<file path="config.mk">
export PLATFORM = sky130hd
export DESIGN_NAME = busbridge_68k
export DESIGN_NICKNAME = d
export VERILOG_FILES = /design/src/rtl/busbridge_pkg.sv /design/src/rtl/bb_sync.sv /design/src/rtl/bb_edge.sv /design/src/rtl/bb_arbiter.sv /design/src/rtl/bb_sequencer.sv /design/src/rtl/busbridge_68k.sv
export SDC_FILE = /design/constraint.sdc
export NUM_CORES = 1
export LEC_CHECK = 0
export CAP_MARGIN = 5
export CORE_AREA = 2 2 92 94
export CTS_CLUSTER_SIZE = 25
export DETAILED_ROUTE_END_ITERATION = 10
export DIE_AREA = 0 0 94 96
export MAX_ROUTING_LAYER = met4
export PLACE_DENSITY = 0.86
export SLEW_MARGIN = 40
export SYNTH_ARGS = -nofsm -noshare
export SYNTH_HDL_FRONTEND = slang
export SYNTH_SLANG_ARGS = --single-unit
</file>
<file path="constraint.sdc">
create_clock -name clk -period 2.3 [get_ports clk]
set_clock_uncertainty 0.05 [all_clocks]
set_input_delay 0.575 -clock clk [delete_from_list [all_inputs] [get_ports clk]]
set_output_delay 0.575 -clock clk [all_outputs]
set_load 0.01 [all_outputs]
</file>
<file path="src/rtl/busbridge_pkg.sv">
package busbridge_pkg;

  typedef enum logic [3:0] {
    PH_IDLE, PH_S0, PH_S1, PH_S2, PH_S3, PH_S4, PH_S5, PH_S6, PH_S7, PH_SW
  } phase_e;

  // address strobe window: S2 through S6, including wait phases
  function automatic logic as_on(input phase_e p);
    return p inside {PH_S2, PH_S3, PH_S4, PH_S5, PH_S6, PH_SW};
  endfunction

  // data strobe window: reads follow the address strobe, writes start at S4
  function automatic logic ds_on(input phase_e p, input logic rd);
    if (rd) return as_on(p);
    return p inside {PH_S4, PH_S5, PH_S6, PH_SW};
  endfunction

  // address, direction and write data are owned from S1 through S7
  function automatic logic addr_on(input phase_e p);
    return p inside {PH_S1, PH_S2, PH_S3, PH_S4, PH_S5, PH_S6, PH_S7, PH_SW};
  endfunction

  function automatic phase_e phase_after(input phase_e p, input logic go,
                                         input logic ack);
    case (p)
      PH_IDLE: return go ? PH_S0 : PH_IDLE;
      PH_S0:   return PH_S1;
      PH_S1:   return PH_S2;
      PH_S2:   return PH_S3;
      PH_S3:   return PH_S4;
      PH_S4:   return ack ? PH_S5 : PH_SW;
      PH_SW:   return PH_S4;
      PH_S5:   return PH_S6;
      PH_S6:   return PH_S7;
      default: return PH_IDLE;
    endcase
  endfunction

endpackage

</file>
<file path="src/rtl/bb_sync.sv">
module bb_sync #(
  parameter int   STAGES  = 2,
  parameter logic RST_VAL = 1'b1
) (
  input  logic clk,
  input  logic rst_n,
  input  logic d,
  output logic q
);
  logic [STAGES-1:0] sh;

  always_ff @(posedge clk or negedge rst_n) begin
    if (!rst_n) sh <= {STAGES{RST_VAL}};
    else        sh <= {sh[STAGES-2:0], d};
  end

  assign q = sh[STAGES-1];
endmodule

</file>
<file path="src/rtl/bb_edge.sv">
module bb_edge (
  input  logic clk,
  input  logic rst_n,
  input  logic lvl,
  output logic rise,
  output logic fall
);
  logic prev;

  always_ff @(posedge clk or negedge rst_n) begin
    if (!rst_n) prev <= 1'b0;
    else        prev <= lvl;
  end

  assign rise = lvl & ~prev;
  assign fall = ~lvl & prev;
endmodule

</file>
<file path="src/rtl/bb_arbiter.sv">
module bb_arbiter (
  input  logic clk,
  input  logic rst_n,
  input  logic adv,
  input  logic br_req,
  input  logic idle,
  output logic granted
);
  always_ff @(posedge clk or negedge rst_n) begin
    if (!rst_n) begin
      granted <= 1'b0;
    end else if (adv) begin
      if (!granted && idle && br_req) granted <= 1'b1;
      else if (granted && !br_req)    granted <= 1'b0;
    end
  end
endmodule

</file>
<file path="src/rtl/bb_sequencer.sv">
module bb_sequencer
  import busbridge_pkg::*;
#(
  parameter int AW = 23,
  parameter int DW = 16,
  localparam int BW = DW / 8
) (
  input  logic          clk,
  input  logic          rst_n,
  input  logic          rise,
  input  logic          adv,
  input  logic          granted,
  input  logic          br_req,
  input  logic          dtack_q,
  input  logic          req,
  input  logic          req_we,
  input  logic [AW-1:0] req_addr,
  input  logic [BW-1:0] req_be,
  input  logic [DW-1:0] req_wdata,
  input  logic [DW-1:0] bus_din,
  output phase_e        phase,
  output logic          idle,
  output logic          start,
  output logic          done,
  output logic [DW-1:0] rdata,
  output logic          as_n,
  output logic          uds_n,
  output logic          lds_n,
  output logic          rw,
  output logic [AW-1:0] addr,
  output logic [DW-1:0] dout
);
  phase_e        nx;
  logic          we_q;
  logic [BW-1:0] be_q;
  logic          rd_nx;

  assign idle  = (phase == PH_IDLE);
  assign start = rise && idle && req && !granted && !br_req;
  assign nx    = phase_after(phase, start, dtack_q);
  assign rd_nx = start ? ~req_we : ~we_q;

  always_ff @(posedge clk or negedge rst_n) begin
    if (!rst_n) begin
      phase <= PH_IDLE;
      we_q  <= 1'b0;
      be_q  <= '0;
      as_n  <= 1'b1;
      uds_n <= 1'b1;
      lds_n <= 1'b1;
      rw    <= 1'b1;
      addr  <= '0;
      dout  <= '0;
    end else if (adv) begin
      phase <= nx;
      if (start) begin
        we_q <= req_we;
        be_q <= req_be;
      end
      if (nx == PH_S1) begin
        addr <= req_addr;
        dout <= req_wdata;
      end
      as_n  <= ~as_on(nx);
      uds_n <= ~(ds_on(nx, rd_nx) && be_q[BW-1]);
      lds_n <= ~(ds_on(nx, rd_nx) && be_q[0]);
      rw    <= addr_on(nx) ? rd_nx : 1'b1;
    end
  end

  always_ff @(posedge clk or negedge rst_n) begin
    if (!rst_n) begin
      rdata <= '0;
      done  <= 1'b0;
    end else begin
      done <= adv && (phase == PH_S7);
      if (adv && (phase == PH_S6) && !we_q) rdata <= bus_din;
    end
  end
endmodule

</file>
<file path="src/rtl/busbridge_68k.sv">
module busbridge_68k
  import busbridge_pkg::*;
#(
  parameter int AW      = 23,
  parameter int DW      = 16,
  parameter int SYNC_ST = 2,
  localparam int BW     = DW / 8
) (
  input  logic          clk,
  input  logic          rst_n,
  input  logic          req,
  input  logic          req_we,
  input  logic [AW-1:0] req_addr,
  input  logic [BW-1:0] req_be,
  input  logic [DW-1:0] req_wdata,
  output logic          done,
  output logic [DW-1:0] rdata,
  input  logic          ref_clk,
  output logic [AW-1:0] bus_addr,
  output logic          bus_rw,
  output logic          bus_as_n,
  output logic          bus_uds_n,
  output logic          bus_lds_n,
  output logic [DW-1:0] bus_dout,
  input  logic [DW-1:0] bus_din,
  input  logic          bus_dtack_n,
  output logic          bus_oe,
  input  logic          bus_br_n,
  output logic          bus_bg_n
);
  logic   ref_s, dtack_n_s, br_n_s;
  logic   ref_rise, ref_fall, adv;
  logic   dtack_q, br_req, granted, idle, seq_start;
  phase_e phase;

  bb_sync #(.STAGES(SYNC_ST), .RST_VAL(1'b0)) u_sync_ref (
    .clk(clk), .rst_n(rst_n), .d(ref_clk), .q(ref_s));
  bb_sync #(.STAGES(SYNC_ST), .RST_VAL(1'b1)) u_sync_ack (
    .clk(clk), .rst_n(rst_n), .d(bus_dtack_n), .q(dtack_n_s));
  bb_sync #(.STAGES(SYNC_ST), .RST_VAL(1'b1)) u_sync_br (
    .clk(clk), .rst_n(rst_n), .d(bus_br_n), .q(br_n_s));

  bb_edge u_edge (
    .clk(clk), .rst_n(rst_n), .lvl(ref_s), .rise(ref_rise), .fall(ref_fall));

  assign adv     = ref_rise | ref_fall;
  assign dtack_q = ~dtack_n_s;
  assign br_req  = ~br_n_s;

  bb_arbiter u_arb (
    .clk(clk), .rst_n(rst_n), .adv(adv), .br_req(br_req), .idle(idle),
    .granted(granted));

  bb_sequencer #(.AW(AW), .DW(DW)) u_seq (
    .clk(clk), .rst_n(rst_n), .rise(ref_rise), .adv(adv), .granted(granted),
    .br_req(br_req), .dtack_q(dtack_q), .req(req), .req_we(req_we),
    .req_addr(req_addr), .req_be(req_be), .req_wdata(req_wdata),
    .bus_din(bus_din), .phase(phase), .idle(idle), .start(seq_start),
    .done(done), .rdata(rdata), .as_n(bus_as_n), .uds_n(bus_uds_n),
    .lds_n(bus_lds_n), .rw(bus_rw), .addr(bus_addr), .dout(bus_dout));

  assign bus_oe   = ~granted;
  assign bus_bg_n = ~granted;
endmodule

</file>
# [Word-level counts from Yosys, hierarchy flattened]
# Cells that the tools add are included.
[totals] regBits=75 input_bits=64 output_inout_bits=62 elab_cells=80
[op_classes] n_eq_ne=17 mux=12 n_bitwise=12 n_reduce_logical=23
[ops] op="equality test 4 x 3 -> 1 bit, second input constant" count=8
[ops] op="case mux 4 bit (8 select lines)" count=1
[ops] op="equality test 4 x 2 -> 1 bit, second input constant" count=4
[ops] op="equality test 4 bit, second input constant" count=4
[ops] op="logical AND 1 bit" count=12
[ops] op="two-way mux 1 bit" count=10
[ops] op="inverter 1 bit" count=9
[ops] op="nonzero test 8 bit" count=1
[ops] op="AND reduction 2 bit" count=3
[ops] op="nonzero test 6 bit" count=1
[ops] op="equality test 4 x 1 -> 1 bit, second input constant" count=1
[ops] op="logical NOT 4 bit" count=1
[ops] op="two-way mux 4 bit" count=1
[ops] op="nonzero test 4 bit" count=1
[ops] op="AND 1 bit" count=2
[ops] op="logical NOT 1 bit" count=2
[ops] op="nonzero test 2 bit" count=1
[ops] op="OR reduction 2 bit" count=1
[ops] op="OR 1 bit" count=1

# [Longest topological paths before layout]
# Gate-level depths: netlist of run 1.
[logic_depth] word_depth=15 mapped_depth=7

# [Hierarchy]
# From an unflattened synthesis of run 1, not the netlist that was laid out.
[unflattened] hier_cells=202 hier_area_um2=2985.4
[by_module_without_submodules] module="bb_sequencer" n_inst=1 cells_each=184 area_per_inst_um2=2726.4
[by_module_without_submodules] module="bb_sync (u_sync_ack ...)" n_inst=2 cells_each=2 area_per_inst_um2=52.6
[by_module_without_submodules] module="bb_sync (u_sync_ref)" n_inst=1 cells_each=2 area_per_inst_um2=50.0
[by_module_without_submodules] module="bb_edge" n_inst=1 cells_each=3 area_per_inst_um2=40.0
[by_module_without_submodules] module="bb_arbiter" n_inst=1 cells_each=4 area_per_inst_um2=38.8
[by_module_without_submodules] module="busbridge_68k" n_inst=1 cells_each=5 area_per_inst_um2=25.0

# [Worst setup path after synthesis of run 1]
# OpenSTA, ideal clock, no wires.
[synth_path] path_type="register to register" from="register u_sync_ref.sh[1]" to="register u_seq.rdata[10]" arrival_ps=1932 t_required_ps=2125 slack_ps=193 stages_incl_launch_ff=7 path_buffers=1 cell_sequence="dfrtp_1 ha_1 nor2_1 nand2_1 nor3_2 buf_2 mux2_2"
[synth_via] elab_chain_len=5 elab_cells_between_ends=6 cone_classes="bitwise (4); reduce/logical (2)"
[synth_rtl] item="start: declaration" line_no="bb_sync.sv:10" rtl="logic [STAGES-1:0] sh;"
[synth_rtl] item="start signal: assignment" line_no="bb_sync.sv:13" rtl="if (!rst_n) sh <= {STAGES{RST_VAL}};"
[synth_rtl] item="start signal: assignment" line_no="bb_sync.sv:14" rtl="else sh <= {sh[STAGES-2:0], d};"
[synth_rtl] item="inverter 1 bit" line_no="bb_edge.sv:16" rtl="assign fall = ~lvl & prev;"
[synth_rtl] item="AND 1 bit" line_no="bb_edge.sv:16"
[synth_rtl] item="OR 1 bit *" line_no="busbridge_68k.sv:46" rtl="assign adv = ref_rise | ref_fall;"
[synth_rtl] item="logical AND 1 bit * (2 in series)" line_no="bb_sequencer.sv:77" rtl="if (adv && (phase == PH_S6) && !we_q) rdata <= bus_din;"
[synth_rtl] item="end signal: assignment" line_no="bb_sequencer.sv:77"
[synth_rtl] item="end: declaration" line_no="bb_sequencer.sv:25" rtl="output logic [DW-1:0] rdata,"
# Every way passes the cells marked *; elsewhere a longest branch is shown, timed or not.
# A chain may end at the register's enable or synchronous reset.

# [Final worst setup path of run 1]
[layout_path] from="register u_sync_ref.sh[1]" to="register u_seq.rdata[12]"
# The elaborated chain is that of the path after synthesis.

==> run summary, run 1 <==
FF+latch count, synth - 75
port bufs - 125
total CTS buffers - 9
Net count, final - 401
worst min-delay path class - input pin to asynchronous set/reset pin
H-tree level count - 3
sequential share of power - 0.383
Tcrit/Tclk final - 0.8948
RR Startpoint - u_sync_ref.sh[1]
register area - 1887 um^2
mapped cell area - 2949 um^2
internal power - 4207 uW
count of different cell masters after synthesis - 32
register area share after synthesis - 0.6398
CP startpoint kind - flip-flop
Syn Nets - 270
vias in the first global route - 2141
DR vias - 2122
Fill cells - 682
clk root buf - clkbuf_8
DP HPWL - 4824 um
DRT Pass-1 Iters - 4
FP Rows - 33
measured slew at the worst slew-check pin - 465.4 ps
Post-Syn Instances - 205
die area - 9024 um^2
DRC - 0
CTS tree - done
Crit Path Category - flip-flop to flip-flop
CP Cell Sequence - ha_1 > nor2_1 > nand2_1 > nor3_2 > buf_4 > mux2_2
Routed WL - 6490 um
Psw - 1723 uW
Multi-input gate area - 969.7 um^2
max frequency - 485.9 MHz
ratio of cells with drive above 1 in the final layout - 0.2639
diode count - 0
syn_area_per_cell - 14.39 um^2
total global-route track usage - 0.1485
Final Hold Vio Count - 0
power share of the combinational group - 0.415
leak pwr - 0.001913 uW
hold buffer count at cts - 0
Wirelength per Cell - 14.55 um
CP Capture Type - flip-flop
final critical-path required period - 2058 ps
part of the power in the clock network - 0.202
delay-heaviest family, CP - simple AND/OR/NAND/NOR gates
Max FO, Critical Path - 16
Die Span X - 94 um
first-iteration detailed-routing DRC count - 69
max_cap viols - 0
Power Density - 1296 nW/um^2
setup bufs post-CTS - 0
Via density - 4.758
total gr overflow - 0
RSZ-0062 raised after global routing - no
largest net degree at the start of global routing - 41
Sw Ratio - 0.2905
endpoints failing setup - 0
clk sinks - 75
I/O Pins - 126
core area - 8051 um^2
Clock transition at path regs - 80 ps
TNS Setup - 0 ps
Clock Path Buffers - 2
worst vdd ir - 0.5163 mV
slew margin rel. - 0.6897
crit path launch - u_sync_ref.sh[1]
fin. max-slew vios - 0
GP Congestion - 0.8604
Die Y - 96 um
Layout area overhead - 55.11%
slowest stage cell, crit path - dfrtp_1
cts repair resizes - 0
Critical Path RT - 2480 ps
antenna-violating nets left - 0
CP bufs+invs - 1
Critical Path AT - 2230 ps
Initial Utilization - 0.3663
worst hold slack - 140.8 ps
status - complete, no violations
first-pass GRT wire length - 10010 um
largest stage delay on the critical path - 390 ps
worst skew pair latency - 340 ps
initial antenna violation count - 0
number of warning messages in the yosys log - 0
logic make-up (layout without fill, tap and decap cells):
family | Yosys count | after routing | synth area share
xor+xnor | 1 | 1 | 0.002970
buf+inv | 20 | 156 | 0.03309
mux | 57 | 57 | 0.2177
fa+ha+maj | 1 | 1 | 0.004242
compound gates | 23 | 23 | 0.04837
simple gates | 28 | 28 | 0.05388
flops | 75 | 75 | 0.6398
registers in the layout (all words and copies together), names as in the netlist:
name / count
u_seq.rw: 1
u_seq.done: 1
u_sync_ack.sh: 2
u_seq.rdata: 16
u_seq.phase: 4
u_seq.we_q: 1
u_seq.addr: 23
u_seq.uds_n: 1
u_sync_br.sh: 2
u_seq.as_n: 1
u_seq.dout: 16
u_arb.granted: 1
u_seq.be_q: 2
u_edge.prev: 1
u_seq.lds_n: 1
u_sync_ref.sh: 2
area by class of cell:
cell class	count	share of cell area
Clock buffer	12	0.02954
Clock inverter	4	0.02161
Inverter	9	0.007385
Multi-Input combinational cell	110	0.2120
Sequential cell	75	0.4125
Tap cell	105	0.02872
Timing Repair Buffer	131	0.2883
per-layer routing:
metal,part of all wire,routed length (um),vias to the layer above,GRT usage
met1,0.40,2567,1064,0.1689
met3,0.053,346,5,0.03054
met4,0.0089,58,0,0.05435
met5,0,0,-,-
li1,-,-,981,-
met2,0.54,3518,72,0.2607
placed cells by master, fill, tap and decap left out, types with 2 or more instances in the layout:
master and count:
a21oi_1 7, a31oi_1 3, a32oi_1 2, buf_12 2, buf_4 5, bufinv_16 3, clkbuf_1 3, clkbuf_8 9
clkdlybuf4s50_1 124, dfrtp_1 67, dfstp_2 8, inv_1 9, mux2_2 57, nand2_1 9, nor2_1 5, nor2b_1 3
o21ai_0 5, o22ai_1 2
worst reg2reg max path, stage by stage, from the launching register on:
cell	delay [ps]
dfrtp_1	390
ha_1	320
nor2_1	280
nand2_1	110
nor3_2	170
buf_4	260
mux2_2	370
synth_stat cells, drive strengths merged:
cell type  count  area (um^2)
inv            9        33.78
a21oi          7        35.03
ha             1        12.51
o22ai          2        12.51
clkbuf         4        15.01
a32oi          2        17.52
o31a           1        8.760
a41oi          1        8.760
mux2          57        641.9
o21ai          5        25.02
buf            7        48.79
nand2          9        33.78
nor2b          3        18.77
dfrtp         67         1677
nand4b         1        8.760
o211ai         1        7.510
or2            1        6.260
a2111oi        1        8.760
nand3          2        10.01
or3            1        11.26
nor4bb         1        10.01
a31oi          3        18.77
or4            1        11.26
nor4           1        6.260
dfstp          8        210.2
nor2           5        18.77
xor2           1        8.760
or3b           1        8.760
nor3           2        15.01
power groups by stage:
stage,clock (uW),sequential (uW),combinational [uW]
after floorplan,0,2460,927
after global placement,0,2260,2440
after detailed placement,0,2300,2490
after CTS,1240,2280,2500
after global routing,1290,2350,2640
final,1200,2270,2460
final timing paths:
check	endpoint	cells past startpoint	slack (ps)
min in group clk	u_sync_ref.sh[1]	0	300
hold / removal	u_seq.rdata[5]	1	140
max in group asynchronous	u_sync_ack.sh[0]	2	1420
setup / recovery	u_seq.rdata[12]	6	240
hold reg to reg	u_sync_ref.sh[1]	0	300
setup reg to reg	u_seq.rdata[12]	6	240
through the flow:
step                total power, uW  utilization  setup slack (ps)  cells  area, um^2
floorplan                      3392            -             193.3    205        2949
global placement               4694       0.5391             122.5    430        4340
detailed placement             4789       0.5391             109.3    430        4340
CTS                            6014       0.5681             247.9    446        4574
global route                   6277       0.5681             167.6    446        4574
finish                         5930       0.5681             241.9    446        4574
No activity file was read; power rests on OpenSTA's default activity.
==> run 2: changes to the inputs <==
--- a/config.mk
+++ b/config.mk
@@ -10,6 +10,7 @@
 export CTS_CLUSTER_SIZE = 25
 export DETAILED_ROUTE_END_ITERATION = 10
 export DIE_AREA = 0 0 94 96
+export HOLD_SLACK_MARGIN = 0.03
 export MAX_ROUTING_LAYER = met4
 export PLACE_DENSITY = 0.86
 export SLEW_MARGIN = 40
==> results of run 2 <==
Same layout as run 1: the final DEF is identical, and so are final timing and power.
==> run 3: changes to the inputs <==
--- a/config.mk
+++ b/config.mk
@@ -5,6 +5,7 @@
 export SDC_FILE = /design/constraint.sdc
 export NUM_CORES = 1
 export LEC_CHECK = 0
+export ABC_AREA = 1
 export CAP_MARGIN = 5
 export CORE_AREA = 2 2 92 94
 export CTS_CLUSTER_SIZE = 25
@@ -12,7 +13,7 @@
 export DIE_AREA = 0 0 94 96
 export HOLD_SLACK_MARGIN = 0.03
 export MAX_ROUTING_LAYER = met4
-export PLACE_DENSITY = 0.86
+export PLACE_DENSITY = 0.88
 export SLEW_MARGIN = 40
 export SYNTH_ARGS = -nofsm -noshare
 export SYNTH_HDL_FRONTEND = slang
==> run 3 against run 2 <==
Non-clock buffer count down 3. Critical endpoint is now bus_lds_n. Clock power down 18%. Critical path depth down 5. Routed wire length up 2.5%. Sequential cell count unchanged. Worst hold slack worse by 7.4 ps. Core utilization up 0.62 points. Sequential power about the same. Combinational power up 17%. Synthesized cell count up 10%. First-iteration DRC count down 1.4%.
==> run summary, run 3 <==
status - complete, no violations
Synth area leader - dfrtp_1
CP Cell Sequence - clkdlybuf4s50_1
final critical-path required period - 2036 ps (-22.17 ps)
Post-Synth Simple-Gate Area - 0.09058 (+0.03669)
GR peak layer - met2
met2 usage - 0.2613 (+0.0005952)
main flop type after synthesis - dfrtp_1
ys async rst share - 1.000 (unchanged)
port bufs - 125 (unchanged)
total CTS buffers - 9 (unchanged)
core area - 8051 um^2 (unchanged)
RSZ-0062 raised after global routing - no
DP Worst Slack - 392.2 ps (+282.9 ps)
largest net degree at the start of global routing - 40 (-2.4%)
die area - 9024 um^2 (unchanged)
delay-heaviest family, CP - flip-flops
leak pwr - 0.002035 uW (+6.4%)
DRC - 0 (unchanged)
Synth top area share - 0.5467 (-0.02180)
largest family of logic cells by synthesized area - multiplexers
Post-synth top cells - dfrtp_1 (67), mux2_2 (35), nand2_1 (25), nor2_1 (22), mux2_4 (20)
Critical Path AT - 1410 ps (-820 ps)
Power Density - 1330 nW/um^2 (+2.6%)
clk root buf - clkbuf_8
ratio of cells with drive above 1 in the final layout - 0.2479 (-0.01600)
GR Layer Usage met1 - 0.1784 (+0.009483)
mux contribution to synthesized area - 0.2264 (+0.008789)
met3 Use GR - 0.04229 (+0.01175)
count of different cell masters after synthesis - 27 (-16%)
Tcrit/Tclk final - 0.8852 (-0.009641)
part of the power in the clock network - 0.160 (-0.042)
GP Congestion - 0.8558 (-0.53%)
endpoints failing setup - 0 (unchanged)
final worst setup slack - 264.1 ps (+22.18 ps)
TNS Setup - 0 ps (unchanged)
CP bufs+invs - 1 (unchanged)
Initial Utilization - 0.3809 (+0.01461)
commonest non-fill, non-tap cells in the layout - clkdlybuf4s50_1 (124), dfrtp_1 (67), mux2_2 (35)
register area share after synthesis - 0.6153 (-0.02454)
antenna-violating nets left - 0 (unchanged)
worst min-delay path class - input pin to asynchronous set/reset pin
hold buffer count at cts - 0 (unchanged)
Top reg by flops - u_seq.addr
post-route cell area - 4624 um^2 (+1.1%)
cts repair resizes - 0 (unchanged)
Final Hold Vio Count - 0 (unchanged)
vias in the first global route - 2359 (+10%)
biggest regs - u_seq.addr: 23 flops, u_seq.dout: 16 flops, u_seq.rdata: 16 flops
total gr overflow - 0 (unchanged)
DRT Pass-1 Iters - 4 (unchanged)
DP HPWL - 4879 um (+1.1%)
H-tree level count - 3 (unchanged)
Crit Path Category - flip-flop to output port
initial antenna violation count - 0 (unchanged)
Post-Synth XOR/XNOR Area - 0 (-0.002970)
CTS tree - done
clk sinks - 75 (unchanged)
CP startpoint kind - flip-flop
Syn Nets - 291 (+7.8%)
largest stage delay on the critical path - 540 ps (+150 ps)
Sw Ratio - 0.3175 (+0.02695)
Routed WL - 6652 um (+2.5%)
Synth area leaders - dfrtp_1 (55%), mux2_2 (13%), mux2_4 (9.8%)
Psw - 1953 uW (+13%)
Synth Area in Compound Gates - 0.02693 (-0.02144)
internal power - 4198 uW (-0.21%)
max reg flops - 23 (unchanged)
Critical Path RT - 1670 ps (-810 ps)
Post-Synth Adder-Cell Area - 0.004080 (-0.0001627)
syn_area_per_cell - 13.57 um^2 (-5.7%)
Clock transition at path regs - 80 ps (about the same)
Layout Cells excl Fill - 468 (+4.9%)
Max FO, Critical Path - 2 (-14)
worst hold slack - 133.4 ps (-7.379 ps)
Via density - 4.739 (-0.39%)
sequential share of power - 0.374 (-0.009)
Clock Path Buffers - 2 (unchanged)
Net count, final - 423 (+5.5%)
commonest non-fill, non-tap cell in the layout - clkdlybuf4s50_1
FF+latch count, synth - 75 (unchanged)
power share of the combinational group - 0.466 (+0.051)
Wirelength per Cell - 14.21 um (-2.3%)
number of warning messages in the yosys log - 0 (unchanged)
Die Y - 96 um (unchanged)
slowest stage cell, crit path - dfstp_2
Post-Syn Instances - 226 (+10%)
fin. max-slew vios - 0 (unchanged)
DR vias - 2218 (+4.5%)
worst vdd ir - 0.6157 mV (+19%)
count leader, synth - dfrtp_1
diode count - 0 (unchanged)
mapped cell area - 3067 um^2 (+4.0%)
dpl cells - 452 (+5.1%)
measured slew at the worst slew-check pin - 482.2 ps (+16.75 ps)
max_cap viols - 0 (unchanged)
first-pass GRT wire length - 10720 um (+7.0%)
Die Span X - 94 um (unchanged)
Layout area overhead - 50.80%
slew margin rel. - 0.6786 (-0.01117)
I/O Pins - 126 (unchanged)
FP Rows - 33 (unchanged)
area post-placement - 4431 um^2 (+2.1%)
first-iteration detailed-routing DRC count - 68 (-1.4%)
Post-synth EDFFs - 0 (unchanged)
setup bufs post-CTS - 0 (unchanged)
max frequency - 491.2 MHz (+1.1%)
worst skew pair latency - 340 ps (about the same)
total global-route track usage - 0.1582 (+0.009682)
CP Capture Type - output port
Fill cells - 684 (+0.29%)
==> run 3: cell types whose count changed in the layout (fill, tap and decap cells not counted), moves of 3 or more <==
cell	before	now
mux2_4	0	20
mux2_2	57	35
nor2b_1	3	0
nor2_1	5	22
buf_4	5	2
nand2_1	9	25
clkinvlp_4	0	3
==> run 3: layout make-up <==
cell class              instances  area (um^2)  share of cell area
clock buffers                  10        127.6             0.02760
clock inverters                 6        66.31             0.01434
inverters                      13        48.80             0.01055
multi-input cells             131         1067              0.2308
flip-flops and latches         75         1887              0.4080
well taps                     105        131.4             0.02841
repair buffers                128         1296              0.2803
==> run 3: stage by stage <==
stage	power, uW	utilization
after floorplan	3734	-
after global placement	5091	0.5503
after detailed placement	5205	0.5503
after CTS	6230	0.5744
after global routing	6530	0.5744
final	6151	0.5744
==> run 3: cells by family (layout without fill, tap and decap cells) <==
logic type | Yosys count | after routing
AO/OA/AOI/OAI | 15 | 15
adder cells (fa/ha/maj) | 1 | 1
flip-flops | 75 | 75
buffers and inverters | 20 | 157
multiplexers | 55 | 55
AND/OR/NAND/NOR | 60 | 60
==> run 3: path summary, 6_finish.rpt <==
check                                 start               end  cells past startpoint  slack, ps
max                             u_seq.lds_n         bus_lds_n                      1        260
min                                   rst_n        u_seq.done                      1        130
max reg2reg                u_sync_ref.sh[1]   u_seq.rdata[12]                      5        480
min reg2reg                u_sync_ref.sh[0]  u_sync_ref.sh[1]                      0        290
max in group asynchronous             rst_n   u_sync_br.sh[1]                      2       1430
min in group clk           u_sync_ref.sh[0]  u_sync_ref.sh[1]                      0        290
==> run 3: power by group through the flow <==
stage | clock network [uW] | logic (uW) | registers, uW
after floorplan | 0 | 1200 | 2530
after global placement | 0 | 2800 | 2290
after detailed placement | 0 | 2890 | 2320
after CTS | 1030 | 2900 | 2310
after global routing | 1070 | 3080 | 2380
final | 983 | 2870 | 2300
==> run 3: per-layer routing <==
| layer | wire (um) | share of wire |
|---|---|---|
| met1 | 2671 | 0.40 |
| met2 | 3361 | 0.51 |
| met3 | 511 | 0.077 |
| met4 | 107 | 0.016 |
| met5 | 0 | 0 |
